File: src/rtl/lcd_mux_pkg.sv
package lcd_mux_pkg;
  typedef enum logic [1:0] {
    LV_GND = 2'b00,
    LV_LO  = 2'b01,
    LV_HI  = 2'b10,
    LV_SUP = 2'b11
  } lvl_t;
endpackage

File: src/rtl/lcd_timebase.sv
module lcd_timebase #(
  parameter int NCOM = 3,
  parameter int DIVW = 2,
  localparam int PW = (NCOM > 1) ? $clog2(NCOM) : 1
) (
  input  logic          clk,
  input  logic          rst,
  input  logic          is_master,
  input  logic          duty_two,
  input  logic          osc_tick,
  input  logic          ext_cclk,
  input  logic          sync_in,
  output logic [PW-1:0] phase_q,
  output logic          pol_q,
  output logic          cclk_out,
  output logic          sync_out
);
  localparam int HALF = 1 << (DIVW - 1);

  logic [DIVW-1:0] div_q, div_d;
  logic            ext_q;
  logic            m_tick, s_tick, step;
  logic [PW-1:0]   last, phase_d;
  logic            pol_d;

  always_comb begin
    div_d = div_q;
    if (is_master && osc_tick) div_d = div_q + 1'b1;
    m_tick = is_master && osc_tick && (div_q == DIVW'(HALF - 1));
    s_tick = !is_master && ext_cclk && !ext_q;
    step   = m_tick || s_tick;
    last   = duty_two ? PW'(NCOM - 2) : PW'(NCOM - 1);
    phase_d = phase_q;
    if (s_tick && sync_in)
      phase_d = '0;
    else if (step)
      phase_d = (phase_q >= last) ? '0 : PW'(phase_q + 1'b1);
    pol_d = pol_q;
    if (step && (phase_d == '0)) pol_d = ~pol_q;
  end

  always_ff @(posedge clk) begin
    if (rst) begin
      div_q    <= '0;
      ext_q    <= 1'b0;
      phase_q  <= PW'(NCOM - 1);
      pol_q    <= 1'b1;
      cclk_out <= 1'b0;
      sync_out <= 1'b0;
    end else begin
      div_q    <= div_d;
      ext_q    <= ext_cclk;
      phase_q  <= phase_d;
      pol_q    <= pol_d;
      cclk_out <= is_master && div_d[DIVW-1];
      sync_out <= is_master && (phase_d == '0);
    end
  end
endmodule

File: src/rtl/lcd_com_drive.sv
module lcd_com_drive
  import lcd_mux_pkg::*;
#(
  parameter int NCOM = 3,
  localparam int PW = (NCOM > 1) ? $clog2(NCOM) : 1
) (
  input  logic [PW-1:0]     phase,
  input  logic              pol,
  output logic [2*NCOM-1:0] com_d
);
  for (genvar k = 0; k < NCOM; k++) begin : g_com
    lvl_t sel_lv, idle_lv;
    assign sel_lv  = pol ? LV_GND : LV_SUP;
    assign idle_lv = pol ? LV_HI : LV_LO;
    assign com_d[2*k +: 2] = (phase == PW'(k)) ? sel_lv : idle_lv;
  end
endmodule

File: src/rtl/lcd_seg_drive.sv
module lcd_seg_drive
  import lcd_mux_pkg::*;
#(
  parameter int NCOM = 3,
  parameter int NSEG = 62,
  localparam int PW = (NCOM > 1) ? $clog2(NCOM) : 1
) (
  input  logic [NCOM*NSEG-1:0] latch_bits,
  input  logic [PW-1:0]        phase,
  input  logic                 pol,
  input  logic                 blank_n,
  input  logic                 lamp_n,
  output logic [2*NSEG-1:0]    seg_d
);
  logic [NSEG-1:0] row;

  always_comb begin
    row = '0;
    for (int k = 0; k < NCOM; k++)
      if (phase == PW'(k)) row = latch_bits[k*NSEG +: NSEG];
  end

  for (genvar n = 0; n < NSEG; n++) begin : g_seg
    logic on;
    lvl_t on_lv, off_lv;
    assign on     = !blank_n ? 1'b0 : (!lamp_n ? 1'b1 : row[n]);
    assign on_lv  = pol ? LV_SUP : LV_GND;
    assign off_lv = pol ? LV_LO : LV_HI;
    assign seg_d[2*n +: 2] = on ? on_lv : off_lv;
  end
endmodule

File: src/rtl/lcd_mux_seq.sv
module lcd_mux_seq #(
  parameter int NCOM = 3,
  parameter int NSEG = 62,
  parameter int DIVW = 2,
  localparam int PW = (NCOM > 1) ? $clog2(NCOM) : 1
) (
  input  logic                 clk,
  input  logic                 rst,
  input  logic                 is_master,
  input  logic                 duty_two,
  input  logic                 osc_tick,
  input  logic                 ext_cclk,
  input  logic                 sync_in,
  input  logic                 blank_n,
  input  logic                 lamp_n,
  input  logic [NCOM*NSEG-1:0] latch_bits,
  output logic                 cclk_out,
  output logic                 sync_out,
  output logic [2*NCOM-1:0]    com_lvl,
  output logic [2*NSEG-1:0]    seg_lvl
);
  logic [PW-1:0]     phase;
  logic              pol;
  logic [2*NCOM-1:0] com_d;
  logic [2*NSEG-1:0] seg_d;

  lcd_timebase #(.NCOM(NCOM), .DIVW(DIVW)) tb_i (
    .clk(clk), .rst(rst), .is_master(is_master), .duty_two(duty_two),
    .osc_tick(osc_tick), .ext_cclk(ext_cclk), .sync_in(sync_in),
    .phase_q(phase), .pol_q(pol), .cclk_out(cclk_out), .sync_out(sync_out)
  );

  lcd_com_drive #(.NCOM(NCOM)) com_i (
    .phase(phase), .pol(pol), .com_d(com_d)
  );

  lcd_seg_drive #(.NCOM(NCOM), .NSEG(NSEG)) seg_i (
    .latch_bits(latch_bits), .phase(phase), .pol(pol),
    .blank_n(blank_n), .lamp_n(lamp_n), .seg_d(seg_d)
  );

  always_ff @(posedge clk) begin
    if (rst) begin
      com_lvl <= '0;
      seg_lvl <= '0;
    end else begin
      com_lvl <= com_d;
      seg_lvl <= seg_d;
    end
  end
endmodule

File: config.mk
export PLATFORM = sky130hd
export DESIGN_NAME = lcd_mux_seq
export DESIGN_NICKNAME = d
export VERILOG_FILES = /design/src/rtl/lcd_mux_pkg.sv /design/src/rtl/lcd_timebase.sv /design/src/rtl/lcd_com_drive.sv /design/src/rtl/lcd_seg_drive.sv /design/src/rtl/lcd_mux_seq.sv
export SDC_FILE = /design/constraint.sdc
export NUM_CORES = 1
export LEC_CHECK = 0
export BUFFER_PORTS_ARGS = -buffer_cell sky130_fd_sc_hd__buf_2
export CAP_MARGIN = 20
export CORE_ASPECT_RATIO = 1.1
export CORE_MARGIN = 3
export CORE_UTILIZATION = 45
export CTS_CLUSTER_DIAMETER = 40
export CTS_CLUSTER_SIZE = 20
export DETAILED_ROUTE_END_ITERATION = 8
export GPL_ROUTABILITY_DRIVEN = 0
export HOLD_SLACK_MARGIN = 0.03
export PLACE_DENSITY = 0.85
export SLEW_MARGIN = 25
export SYNTH_ARGS = -nofsm -noshare
export SYNTH_HDL_FRONTEND = slang
export SYNTH_HIERARCHICAL = 1
export SYNTH_SLANG_ARGS = --single-unit
export TNS_END_PERCENT = 20
File: constraint.sdc
create_clock -name clk -period 2.4 [get_ports clk]
set_input_delay 0.24 -clock clk [delete_from_list [all_inputs] [get_ports clk]]
set_output_delay 0.24 -clock clk [all_outputs]
set_load 0.02 [all_outputs]
==> flow_metrics.tcl <==
set metrics [dict create \
    synth-edff-count 0 \
    dpl.cell_count 1112 \
    syn_area_per_cell_um2 11.03 \
    slew_headroom_pct 62.56 \
    rsz0062_at_grt "false" \
    tightest_slew_ns 0.5617 \
    ys_ff_latch 138 \
    reg2reg_depth 6 \
    dpl.hpwl_mm 13.18 \
    post_cts_buffers 0 \
    synthCells 683 \
    ant_nets 0 \
    hp-class "input port to register" \
    wl_per_cell_um 15.64 \
    ys_warn_count 6 \
    syn-num-nets 887 \
    nFillCells 1398 \
    required_ns 2.74 \
    final_util_pct 58.04 \
    dr.pass1.iters 4 \
    placementRows 49 \
    cts_tree "yes" \
    io_pins 327 \
    clk_pin_slew_ns 0.06 \
    synth.distinct_cells 34 \
    synth.most_common_cell "nor2b_1" \
    instances_no_fill 1144 \
    antenna_found_initial 1 \
    synth_area_leaders "dfxtp_1 37%, nor2b_1 16%, o221ai_2 12%, mux2_4 12%, xor2_1 7.3%" \
    cap_violations 0 \
    cts.sinks 138 \
    crit_chain "inv_1, ha_1, nand2b_4, a211oi_2, or3b_1, a21oi_2" \
    fin_setup_tns_ns 0 \
    path_class "register to register" \
    num_vias 5538 \
    slowest_stage "dfxtp_1" \
    multi_input_area_mm2 0.003986 \
    crit_arrival_ns 2.38 \
    clkLatencyLatePin_ns 0.41 \
    drt_iter0_markers 204 \
    grt_pass1_wl_mm 26.99 \
    hold_start "ext_cclk" \
    synthArstFlopShare_pct 0 \
    critPathLaunchType "register" \
    min_path_cells 2 \
    finalSetupViolCount 0 \
    cts_root_buf "clkbuf_16" \
    syn_area_mm2 0.007536 \
    finalHoldViolations 0 \
    core-area_mm2 0.01637 \
    power.leakage_nw 4.387 \
    slowest_delay_ns 0.57 \
    path_buf_inv 1 \
    maxClockFrequency_ghz 0.4912 \
    n_antenna_cell 0 \
    cts_resized 0 \
    status "completed" \
    synthTopCellsByCount "196 x nor2b_1, 138 x dfxtp_1, 63 x buf_4, 63 x xor2_1, 62 x o221ai_2" \
    slew_viol_final 0 \
    track_usage_pct 18.58 \
    clock_skew_ns 0.009831 \
    yosys_most_used_dff "dfxtp_1" \
    ir_worst_vdd_v 0.0004457 \
    synth_top_area_cell "dfxtp_1" \
    period_minus_slack_ns 2.036 \
    ys_seq_area_share_pct 36.66 \
    cp_top_family "flip-flops" \
    drc 0 \
    routed_via_density 4.841 \
    ctsHoldBuffers 0 \
    worstSetupEndpointType "register" \
    die_height_um 141.7 \
    htreeDepth 4 \
    r2r_end "tb_i/phase_q[0]" \
    initial_core_util_pct 46.04 \
    synth_top_area_share_pct 36.66 \
    grt-ovfl-total 0 \
    layout-drive-gt1-share_pct 54.15 \
    p_per_area_mw_per_mm2 746.7 \
    die_w_um 129.4 \
    cts_buffer_depth 2 \
    ff2ff_setup_slack_ns 0.36 \
    grt_max_degree 62 \
    critPathMaxFanout 13 \
    fin_nets 1131 \
    period_share_pct 84.83 \
    cts_buffers 17 \
    whs_endpoint "tb_i/ext_q" \
    area_delta_synth_final_pct 26.08 \
    r2r_start "tb_i/phase_q[0]" \
    dieArea_mm2 0.01834 \
    routed_wl_mm 17.90 \
    grt_pass1_vias 5503 \
    port_buffers 326 \
    seqCellArea_mm2 0.002770 \
]
==> stage by stage <==
step | hold slack (ns) | setup WS [ns] | total power, mW | area, um^2
6_report | 0.07139 | 0.3640 | 7.095 | 9502
5_1_grt | 0.09039 | 0.2036 | 7.408 | 9502
3_5_place_dp | 0.4850 | 0.3726 | 4.368 | 8867
2_1_floorplan | 0.3024 | 0.5289 | 3.960 | 7537
3_3_place_gp | 0.4780 | 0.4736 | 4.325 | 8867
4_1_cts | 0.04343 | 0.3493 | 7.168 | 9502
==> sequential cells by signal (all words and copies together) (netlist names) <==
name           cells
tb_i/pol_q         1
seg_lvl          124
tb_i/phase_q       2
tb_i/sync_out      1
tb_i/cclk_out      1
tb_i/div_q         2
tb_i/ext_q         1
com_lvl            6
==> kinds of logic (layout without fill, tap and decap cells) <==
kind of cell	count (synthesis)	in the layout	synth area share, %
compound gates	71	71	13.30
xor+xnor	63	63	7.322
fa+ha+maj	9	9	1.494
buf+inv	120	377	10.64
flops	138	138	36.66
mux	63	63	12.44
simple gates	219	219	18.15
==> worst max-delay path by stage <==
| stage | startpoint | to | cells after the start |
|---|---|---|---|
| after global routing | tb_i/phase_q[0] | tb_i/phase_q[0] | 6 |
| after floorplan | tb_i/pol_q | com_lvl[0] | 4 |
| final | tb_i/phase_q[0] | tb_i/phase_q[0] | 6 |
| after global placement | tb_i/phase_q[0] | tb_i/phase_q[0] | 6 |
| after CTS | tb_i/phase_q[0] | tb_i/phase_q[0] | 6 |
| after detailed placement | tb_i/phase_q[0] | tb_i/phase_q[0] | 6 |
==> power breakdown <==
group | internal [mW] | switching (mW) | total (mW)
Sequential | 2.53 | 0.0972 | 2.63
Clock | 1.73 | 1.06 | 2.79
Combinational | 0.788 | 0.893 | 1.68
==> per-layer routing <==
metal  GRT usage (%)  wire (um)  part of all wire (%)  up-vias
met1           18.94       6608                    37     2565
met3           5.949       1310                   7.3       39
met2           34.09       9369                    52      217
li1                -          -                     -     2715
met5               0          7                 0.039        -
met4           8.513        601                   3.4        2
==> cell usage in the layout, fill, tap and decap left out, drive strengths merged, types with 2 or more instances in the layout <==
cell type and instances:
buf 342, nor2b 196, dfxtp 138, xor2 63, o221ai 62, mux2 62
clkbuf 19, ha 9, inv 8, nand2 5, nor2 4, or2 4
nand2b 4, bufinv 3, clkinv 3, a21oi 3, clkinvlp 2, a21o 2
==> final cells by class <==
| class | count | share of cell area [%] |
|---|---|---|
| Sequential cell | 138 | 29.15 |
| Tap cell | 204 | 2.686 |
| Clock inverter | 13 | 1.896 |
| Inverter | 3 | 0.1185 |
| Clock buffer | 19 | 4.780 |
| Multi-Input combinational cell | 425 | 41.95 |
| Timing Repair Buffer | 342 | 19.41 |
(Power assumes the default switching activity.)
